`config.mk`:
```
export PLATFORM = sky130hd
export DESIGN_NAME = qadc_gate_seq
export DESIGN_NICKNAME = d
export VERILOG_FILES = /design/src/rtl/qadc_seq_pkg.sv /design/src/rtl/qadc_sync2.sv /design/src/rtl/qadc_inh_filter.sv /design/src/rtl/qadc_seq_fsm.sv /design/src/rtl/qadc_gate_seq.sv
export SDC_FILE = /design/constraint.sdc
export NUM_CORES = 1
export LEC_CHECK = 0
export ABC_CLOCK_PERIOD_IN_PS = 2800
export BUFFER_PORTS_ARGS = -buffer_cell sky130_fd_sc_hd__buf_2
export CAP_MARGIN = 20
export CELL_PAD_IN_SITES_DETAIL_PLACEMENT = 0
export CELL_PAD_IN_SITES_GLOBAL_PLACEMENT = 1
export CORE_ASPECT_RATIO = 1.1
export CORE_MARGIN = 10
export CORE_UTILIZATION = 40
export DETAILED_ROUTE_END_ITERATION = 7
export PLACE_DENSITY_LB_ADDON = 0.12
export SYNTH_ARGS = -nofsm -noshare
export SYNTH_HDL_FRONTEND = slang
export SYNTH_SLANG_ARGS = --single-unit
```
`constraint.sdc`:
```
create_clock -name clk -period 2.8 [get_ports clk]
set_input_delay 0.56 -clock clk [delete_from_list [all_inputs] [get_ports clk]]
set_output_delay 0.56 -clock clk [all_outputs]
set_load 0.005 [all_outputs]
```
`src/rtl/qadc_seq_pkg.sv`:
```
// Package: shared state encoding for the charge ADC gate sequencer.
// Assumes nothing beyond SystemVerilog 2017 enum support.
package qadc_seq_pkg;

    typedef enum logic [2:0] {
        ST_OFF   = 3'd0,  // not yet cleared after power-on
        ST_READY = 3'd1,  // idle, can accept gate or test command
        ST_GATE  = 3'd2,  // external gate window open
        ST_TEST  = 3'd3,  // internal fixed-length test window open
        ST_BUSY  = 3'd4,  // conversion in progress
        ST_LOCK  = 3'd5   // recovery after clear mid-cycle
    } seq_state_t;

endpackage

```
`src/rtl/qadc_sync2.sv`:
```
// Module: two-flop synchronizer for a vector of independent asynchronous levels.
// Assumes each bit is a slow level; no bus coherency is provided across bits.
module qadc_sync2 #(
    parameter int WIDTH = 1
) (
    input  logic             clk,
    input  logic             rst_n,
    input  logic [WIDTH-1:0] async_in,
    output logic [WIDTH-1:0] sync_out
);

    logic [WIDTH-1:0] meta_q;
    logic [WIDTH-1:0] sync_q;

    // Purpose: shift asynchronous levels through two flops.
    always_ff @(posedge clk) begin
        if (!rst_n) begin
            meta_q <= '0;
            sync_q <= '0;
        end else begin
            meta_q <= async_in;
            sync_q <= meta_q;
        end
    end

    assign sync_out = sync_q;

endmodule

```
`src/rtl/qadc_inh_filter.sv`:
```
// Module: integrating filter on the synchronized inhibit line.
// The output becomes active only after the input has been high for HOLD_CYC
// consecutive cycles, and drops as soon as the input goes low.
// Assumes the input is already synchronous to clk.
module qadc_inh_filter #(
    parameter int HOLD_CYC = 10
) (
    input  logic clk,
    input  logic rst_n,
    input  logic inh_sync,
    output logic inh_active
);

    localparam int CNT_W = $clog2(HOLD_CYC + 1);
    localparam logic [CNT_W-1:0] CNT_FULL = CNT_W'(HOLD_CYC);

    logic [CNT_W-1:0] hold_cnt;

    // Purpose: count consecutive high cycles, saturating at the threshold.
    always_ff @(posedge clk) begin
        if (!rst_n) begin
            hold_cnt <= '0;
        end else if (!inh_sync) begin
            hold_cnt <= '0;
        end else if (hold_cnt != CNT_FULL) begin
            hold_cnt <= hold_cnt + 1'b1;
        end
    end

    assign inh_active = (hold_cnt == CNT_FULL);

endmodule

```
`src/rtl/qadc_seq_fsm.sv`:
```
// Module: control state machine of the gate sequencer.
// It owns the power-on/ready/busy states, the fixed test window timer
// and the post-clear lockout timer.
// Assumes gate edges are single-cycle pulses from synchronized logic and
// that clear, command hit and conv_done are synchronous to clk.
module qadc_seq_fsm
    import qadc_seq_pkg::*;
#(
    parameter int TEST_GATE_CYC = 55,
    parameter int LOCKOUT_CYC   = 200
) (
    input  logic clk,
    input  logic rst_n,
    input  logic gate_rise,
    input  logic gate_fall,
    input  logic clear_in,
    input  logic inh_active,
    input  logic cmd_hit,
    input  logic conv_done,
    output logic fe_clear_rel,
    output logic adc_gate,
    output logic ped_inj_en,
    output logic conv_start,
    output logic busy,
    output logic ready,
    output logic q_resp
);

    localparam int TMR_MAX = (TEST_GATE_CYC > LOCKOUT_CYC) ? TEST_GATE_CYC : LOCKOUT_CYC;
    localparam int TMR_W   = $clog2(TMR_MAX + 1);
    localparam logic [TMR_W-1:0] TEST_LOAD = TMR_W'(TEST_GATE_CYC - 1);
    localparam logic [TMR_W-1:0] LOCK_LOAD = TMR_W'(LOCKOUT_CYC - 1);

    seq_state_t       state_q, state_d;
    logic [TMR_W-1:0] tmr_q, tmr_d;
    logic             acc_gate, acc_test, start_d;
    logic             ped_q, start_q;

    // Purpose: next-state, timer and acceptance decisions.
    always_comb begin
        state_d  = state_q;
        tmr_d    = tmr_q;
        acc_gate = 1'b0;
        acc_test = 1'b0;
        start_d  = 1'b0;
        case (state_q)
            ST_OFF: begin
                if (clear_in) state_d = ST_READY;
            end
            ST_READY: begin
                if (gate_rise && !clear_in && !inh_active) begin
                    acc_gate = 1'b1;
                    state_d  = ST_GATE;
                end else if (cmd_hit && !clear_in) begin
                    acc_test = 1'b1;
                    state_d  = ST_TEST;
                    tmr_d    = TEST_LOAD;
                end
            end
            ST_GATE: begin
                if (clear_in) begin
                    state_d = ST_LOCK;
                    tmr_d   = LOCK_LOAD;
                end else if (gate_fall) begin
                    state_d = ST_BUSY;
                    start_d = 1'b1;
                end
            end
            ST_TEST: begin
                if (clear_in) begin
                    state_d = ST_LOCK;
                    tmr_d   = LOCK_LOAD;
                end else if (tmr_q == '0) begin
                    state_d = ST_BUSY;
                    start_d = 1'b1;
                end else begin
                    tmr_d = tmr_q - 1'b1;
                end
            end
            ST_BUSY: begin
                if (clear_in) begin
                    state_d = ST_LOCK;
                    tmr_d   = LOCK_LOAD;
                end else if (conv_done) begin
                    state_d = ST_READY;
                end
            end
            ST_LOCK: begin
                if (clear_in) begin
                    tmr_d = LOCK_LOAD;
                end else if (tmr_q == '0) begin
                    state_d = ST_READY;
                end else begin
                    tmr_d = tmr_q - 1'b1;
                end
            end
            default: begin
                state_d = ST_OFF;
            end
        endcase
    end

    // Purpose: state, timer and single-cycle pulse registers.
    always_ff @(posedge clk) begin
        if (!rst_n) begin
            state_q <= ST_OFF;
            tmr_q   <= '0;
            ped_q   <= 1'b0;
            start_q <= 1'b0;
        end else begin
            state_q <= state_d;
            tmr_q   <= tmr_d;
            ped_q   <= acc_gate;
            start_q <= start_d;
        end
    end

    assign adc_gate     = (state_q == ST_GATE) || (state_q == ST_TEST);
    assign fe_clear_rel = adc_gate || (state_q == ST_BUSY);
    assign busy         = (state_q == ST_BUSY);
    assign ready        = (state_q == ST_READY);
    assign ped_inj_en   = ped_q;
    assign conv_start   = start_q;
    assign q_resp       = acc_test;

endmodule

```
`src/rtl/qadc_gate_seq.sv`:
```
// Module: top of the charge ADC gate and conversion sequencer.
// Synchronizes gate and inhibit, filters inhibit, finds gate edges,
// decodes the test command and hands all of it to the state machine.
// Assumes clear_in, cmd_* and conv_done are synchronous to clk.
module qadc_gate_seq #(
    parameter int FUNC_W        = 5,
    parameter int ADDR_W        = 4,
    parameter int TEST_FUNC     = 25,
    parameter int TEST_ADDR     = 0,
    parameter int INH_FILT_CYC  = 10,
    parameter int TEST_GATE_CYC = 55,
    parameter int LOCKOUT_CYC   = 200
) (
    input  logic              clk,
    input  logic              rst_n,
    input  logic              gate_in,
    input  logic              clear_in,
    input  logic              inhibit_in,
    input  logic              cmd_strobe,
    input  logic [FUNC_W-1:0] cmd_func,
    input  logic [ADDR_W-1:0] cmd_addr,
    input  logic              conv_done,
    output logic              fe_clear_rel,
    output logic              adc_gate,
    output logic              ped_inj_en,
    output logic              conv_start,
    output logic              busy,
    output logic              ready,
    output logic              q_resp
);

    localparam logic [FUNC_W-1:0] HIT_FUNC = FUNC_W'(TEST_FUNC);
    localparam logic [ADDR_W-1:0] HIT_ADDR = ADDR_W'(TEST_ADDR);

    logic [1:0] sync_vec;
    logic       gate_s, inh_s, gate_prev;
    logic       gate_rise, gate_fall, inh_active, cmd_hit;

    qadc_sync2 #(.WIDTH(2)) u_sync (
        .clk      (clk),
        .rst_n    (rst_n),
        .async_in ({inhibit_in, gate_in}),
        .sync_out (sync_vec)
    );

    assign gate_s = sync_vec[0];
    assign inh_s  = sync_vec[1];

    qadc_inh_filter #(.HOLD_CYC(INH_FILT_CYC)) u_inh (
        .clk        (clk),
        .rst_n      (rst_n),
        .inh_sync   (inh_s),
        .inh_active (inh_active)
    );

    // Purpose: remember last synchronized gate level for edge detection.
    always_ff @(posedge clk) begin
        if (!rst_n) gate_prev <= 1'b0;
        else        gate_prev <= gate_s;
    end

    assign gate_rise = gate_s && !gate_prev;
    assign gate_fall = !gate_s && gate_prev;
    assign cmd_hit   = cmd_strobe && (cmd_func == HIT_FUNC) && (cmd_addr == HIT_ADDR);

    qadc_seq_fsm #(
        .TEST_GATE_CYC (TEST_GATE_CYC),
        .LOCKOUT_CYC   (LOCKOUT_CYC)
    ) u_fsm (
        .clk          (clk),
        .rst_n        (rst_n),
        .gate_rise    (gate_rise),
        .gate_fall    (gate_fall),
        .clear_in     (clear_in),
        .inh_active   (inh_active),
        .cmd_hit      (cmd_hit),
        .conv_done    (conv_done),
        .fe_clear_rel (fe_clear_rel),
        .adc_gate     (adc_gate),
        .ped_inj_en   (ped_inj_en),
        .conv_start   (conv_start),
        .busy         (busy),
        .ready        (ready),
        .q_resp       (q_resp)
    );

endmodule

```
# Word level (Yosys, flattened, before mapping)
# Cells that the tools add are included.
# word_totals
ff_bits,22
inputBits,16
out_inout_bits,7
wordCells,79
# op_classes
add_sub_neg,2
n_eq_ne,19
muxes,27
reduce_logical,23
# op_table
op,n
$mux W8,5
$mux W3,11
$pmux W8 S3,1
$pmux W3 S6,1
$ne A3 B3 Y1 const B,3
$logic_not A8 Y1,1
$mux W1,8
$sub A8 B1 Y8 const B,1
$logic_and A1 B1 Y1,7
$reduce_and A7 Y1,1
$eq A3 B2 Y1 const B,2
$eq A3 B3 Y1 const B,2
$ne A2 B1 Y1 const B,3
$ne A2 B2 Y1 const B,3
$eq A5 B5 Y1 const B,1
$reduce_and A5 Y1,1
$add A4 B1 Y4 const B,1
$eq A4 B4 Y1 const B,1
$logic_not A1 Y1,4
$logic_not A4 Y1,1
$ne A4 B4 Y1 const B,1
$reduce_and A2 Y1,2
$reduce_or A2 Y1,2
$eq A3 B1 Y1 const B,1
other kinds (6),7

# Longest topological paths before layout
# logic_depth
depth_word,7
depth_mapped,8
mapped_depth_nobuf,7

# By module
# A second synthesis with hierarchy kept.
# unflattened
hier_cells,156
hier_area_um2,1410.1
# by_module_without_submodules
mod,instances,cells_each,area_each_um2,seq_area_each_um2
qadc_seq_fsm,1,119,1017.2,260.2
qadc_inh_filter,1,22,217.7,80.1
qadc_sync2,1,8,105.1,80.1
qadc_gate_seq,1,7,70.1,20.0

# Worst setup path after synthesis
# OpenSTA, ideal clock, no wires.
# synth_path
path_type,register to register
from,reg u_fsm.tmr_q[0]
to,reg u_fsm.tmr_q[1]
setup_time_ns,0.088
t_arrival_ns,2.012
t_required_ns,2.712
setup_slack_ns,0.699
path_stages_with_launch,8
n_path_buf,1
period_less_slack_ns,2.101
cell_sequence,dfxtp_1 inv_1 ha_1 or4b_4 or4_4 o211a_1 buf_6 a311oi_2
# synth_between
elab_chain_cells,4
word_cells_on_any_way,7
classes_between,1 x add/sub; 1 x eq/ne; 3 x mux; 2 x reduce/logical
# synth_rtl
element,line_no,text
"start, declared",qadc_seq_fsm.sv:35,"logic [TMR_W-1:0] tmr_q, tmr_d;"
"start signal, assigned",qadc_seq_fsm.sv:112,tmr_q <= tmr_d;
$sub A8 B1 Y8,"qadc_seq_fsm.sv:77, qadc_seq_fsm.sv:94",
$mux W8,"qadc_seq_fsm.sv:73, qadc_seq_fsm.sv:91",
$mux W8,qadc_seq_fsm.sv:89,if (clear_in) begin
$pmux W8 S3,qadc_seq_fsm.sv:46,case (state_q)
# Several ways; a longest one is shown, not always the timed one. The select of a mux whose other input is x is not followed.
# A chain may end at the register's enable or synchronous reset.

# Worst setup path after layout
# layout_path
from,in clear_in
to,out q_resp
# layout_between
elab_chain_cells,5
word_cells_on_any_way,7
classes_between,3 x mux; 4 x reduce/logical
# layout_rtl
element,line_no,text
"start, declared",qadc_gate_seq.sv:17,"input logic clear_in,"
$logic_not A1 Y1 (*),"qadc_seq_fsm.sv:51, qadc_seq_fsm.sv:54",
$logic_and A1 B1 Y1 (on tied branches),"qadc_seq_fsm.sv:54, qadc_seq_fsm.sv:51",
$mux W1 / $logic_and A1 B1 Y1 (equally long branches),"qadc_seq_fsm.sv:54, qadc_seq_fsm.sv:51",
$mux W1 (*),qadc_seq_fsm.sv:51,if (gate_rise && !clear_in && !inh_active) begin
$mux W1 (*),qadc_seq_fsm.sv:46,
"end, declared",qadc_gate_seq.sv:29,output logic q_resp
# Every way passes the cells marked *; elsewhere a longest branch is shown, timed or not.

==> impl_results.md <==
- Setup TNS Final: 0 ns
- Setup bufs post-CTS: 0
- Rel. slew slack: 0.666
- Share of async-settable or async-resettable flops after synthesis: 0
- WP buf/inv: 2
- Maximum clock rate: 436 MHz
- Buffers on Ports: 22
- WHS: 0.448 ns
- Pwr per Cell Area: 861 nW/um^2
- Final WL: 2970 microns
- Die X: 72.6 microns
- Final cell area excluding filler cells: 1390 sq um
- Worst setup EP type: output pin
- Final worst path period share: 0.819
- Status: completed
- GPL Wtd Cong: 0.803
- Filler instances: 294
- Initial Util: 0.426
- Max VDD drop: 0.558 mV
- Drc violations: 0
- Slew @ Worst Pin: 0.498 ns
- First-pass GRT wire length: 5120 microns
- Worst endpoint required time: 2.24 ns
- Yosys cell types: 45
- Slew Limit Fails: 0
- Fraction of layout cells with a size suffix above 1: 0.179
- Number of synthesized flops with an enable pin: 0
- Worst-path clk slew: 0.13 ns
- Area Growth Syn to Fin: 14.3%
- # IOs: 23
- Bufs on Longest Clock Path: 2
- Router iterations before antenna repair: 4
- Initial antenna violation count: 0
- Die height: 77.8 microns
- Total track usage: 0.107
- CTS resizes: 0
- Met1 usage: 0.135
- Crit path launch type: input port
- Starting DRT DRC Count: 131
- Seq/Total Area, Yosys: 0.362
- Leak: 0.000570 uW
- H-tree Lvls: 1
- Reg2Reg Setup Slack: 0.53 ns
- Most frequent cells in the layout: dfxtp_1, buf_2, nor2_1
- Hold WC Path Type: reg -> reg
- GRT overflow: 0
- Mapped Nets: 167
- WS Path Type: in -> out
- Hold Vio Cnt, Final: 0
- Top cell family by delay on the critical path: simple AND/OR/NAND/NOR gates
- N_diodes: 0
- GR Layer Usage met3: 0.0356
- Critical Path Max Stage Delay: 0.40 ns
- Worst Skew: 0.00302 ns
- Num rows: 20
- CP Max Fanout: 11
- Clock sinks: 22
- DP HPWL: 2250 microns
- Largest net degree at the start of global routing: 17
- ANT nets after route: 0
- Core area: 2850 sq um
- Clock Root Buffer: clkbuf_4
- Placed Area: 1340 sq um
- Total power: 1200 uW
- Nets@finish: 188
- WL/cell: 14.8 microns
- CTS Hold Buffers Added: 0
- Critical Path AT: 1.73 ns
- Synth Cell Area: 1220 sq um
- #FFs+latches synth: 22
- Cell mode on critical path: buf_2
- MaxCap Viol Count: 0
- Met2 usage: 0.164
- Clk Latency, worst-skew pair: 0.31 ns
- CP max stage cell: nor4bb_1
- Most used routing layer: met2
- Total CTS buffers: 3
- Drt via density: 5.79
- Syn avg cell area: 8.22 sq um
- RSZ-0062 raised after global routing: false
- Cell Chain, Critical Path: buf_2 > nor4bb_1 > nand3_1 > nor4_1 > buf_2
- Warnings, synthesis: 0
- Number of global-route vias before repair: 1134
- Final setup fails: 0
- Cells after Synth: 148
- Die Area: 5650 sq um
- CTS tree: done
- Via count: 1164
- Ys flop type: dfxtp_1
- Tmin final: 2.29 ns
cell families (layout without fill, tap and decap cells):
logic type                 Yosys count  in the layout  share of synthesized area
DFF                                 22             22                      0.362
AOI/OAI and AO/OA                   41             41                      0.227
adders and majority gates            3              3                     0.0309
xor gates and xnor gates             5              5                     0.0360
muxes                                2              2                     0.0165
and+or+nand+nor                     61             61                      0.278
buffers and inverters               14             34                     0.0494
metal layers:
metal	up-vias	share of wire
li1	584	-
met5	-	0
met1	540	0.45
met3	9	0.076
met4	0	0.021
met2	31	0.46
synthesized netlist by cell type, types with 2 or more instances:
cell,count,share of area
dfxtp_1,22,0.36
a31oi_1,2,0.010
o21ai_0,8,0.033
and2_1,5,0.026
o21ai_1,2,0.0082
nand3_1,4,0.016
nor3_1,4,0.016
xor2_1,2,0.014
or4_1,2,0.012
a21oi_1,10,0.041
nand2_1,12,0.037
clkbuf_1,5,0.015
mux2i_1,2,0.016
inv_1,7,0.022
a211oi_1,2,0.012
nand2b_1,4,0.021
nor4_1,4,0.021
o41ai_1,2,0.014
nor4bb_1,2,0.016
ha_1,3,0.031
or3_1,2,0.010
o22ai_1,3,0.015
nor2_1,14,0.043
a311oi_1,2,0.014
xnor2_1,3,0.022
registers in the layout, indices dropped and copies added (netlist names):
signal,flops
gate_prev,1
u_fsm.conv_start,1
u_fsm.ped_inj_en,1
u_fsm.state_q,3
u_fsm.tmr_q,8
u_inh.hold_cnt,4
u_sync.meta_q,2
u_sync.sync_out,2
area by class of cell:
cell class,instances,area [sq um],share of cell area
Timing Repair Buffer,22,110,0.0792
Clock buffer,3,22.5,0.0162
Inverter,8,30.0,0.0216
Clock inverter,1,30.0,0.0216
Multi-Input combinational cell,112,716,0.515
Tap cell,33,41.3,0.0297
Sequential cell,22,440,0.317
power breakdown:
| part | switching [uW] | leakage, uW | internal [uW] |
|---|---|---|---|
| combinational | 296 | 0.000363 | 223 |
| sequential | 73.7 | 0.000179 | 358 |
| clock | 102 | 0.0000279 | 145 |
| total | 472 | 0.000570 | 725 |
path summary, 6_finish.rpt:
path,from,to,depth (start not counted)
worst max register to register,u_fsm.tmr_q[0],u_fsm.tmr_q[1],6
worst max-delay path,clear_in,q_resp,5
worst min-delay path,u_sync.meta_q[1],u_sync.sync_out[1],1
worst min register to register,u_sync.meta_q[1],u_sync.sync_out[1],1
through the flow:
stage                     worst slack [ns]  std cells   util
after floorplan                      0.699        148      -
after detailed placement             0.545        197  0.469
after global placement               0.517        197  0.469
after global routing                 0.356        201  0.487
after CTS                            0.517        201  0.487
final                                0.506        201  0.487
Power figures use the tool's default switching activity.
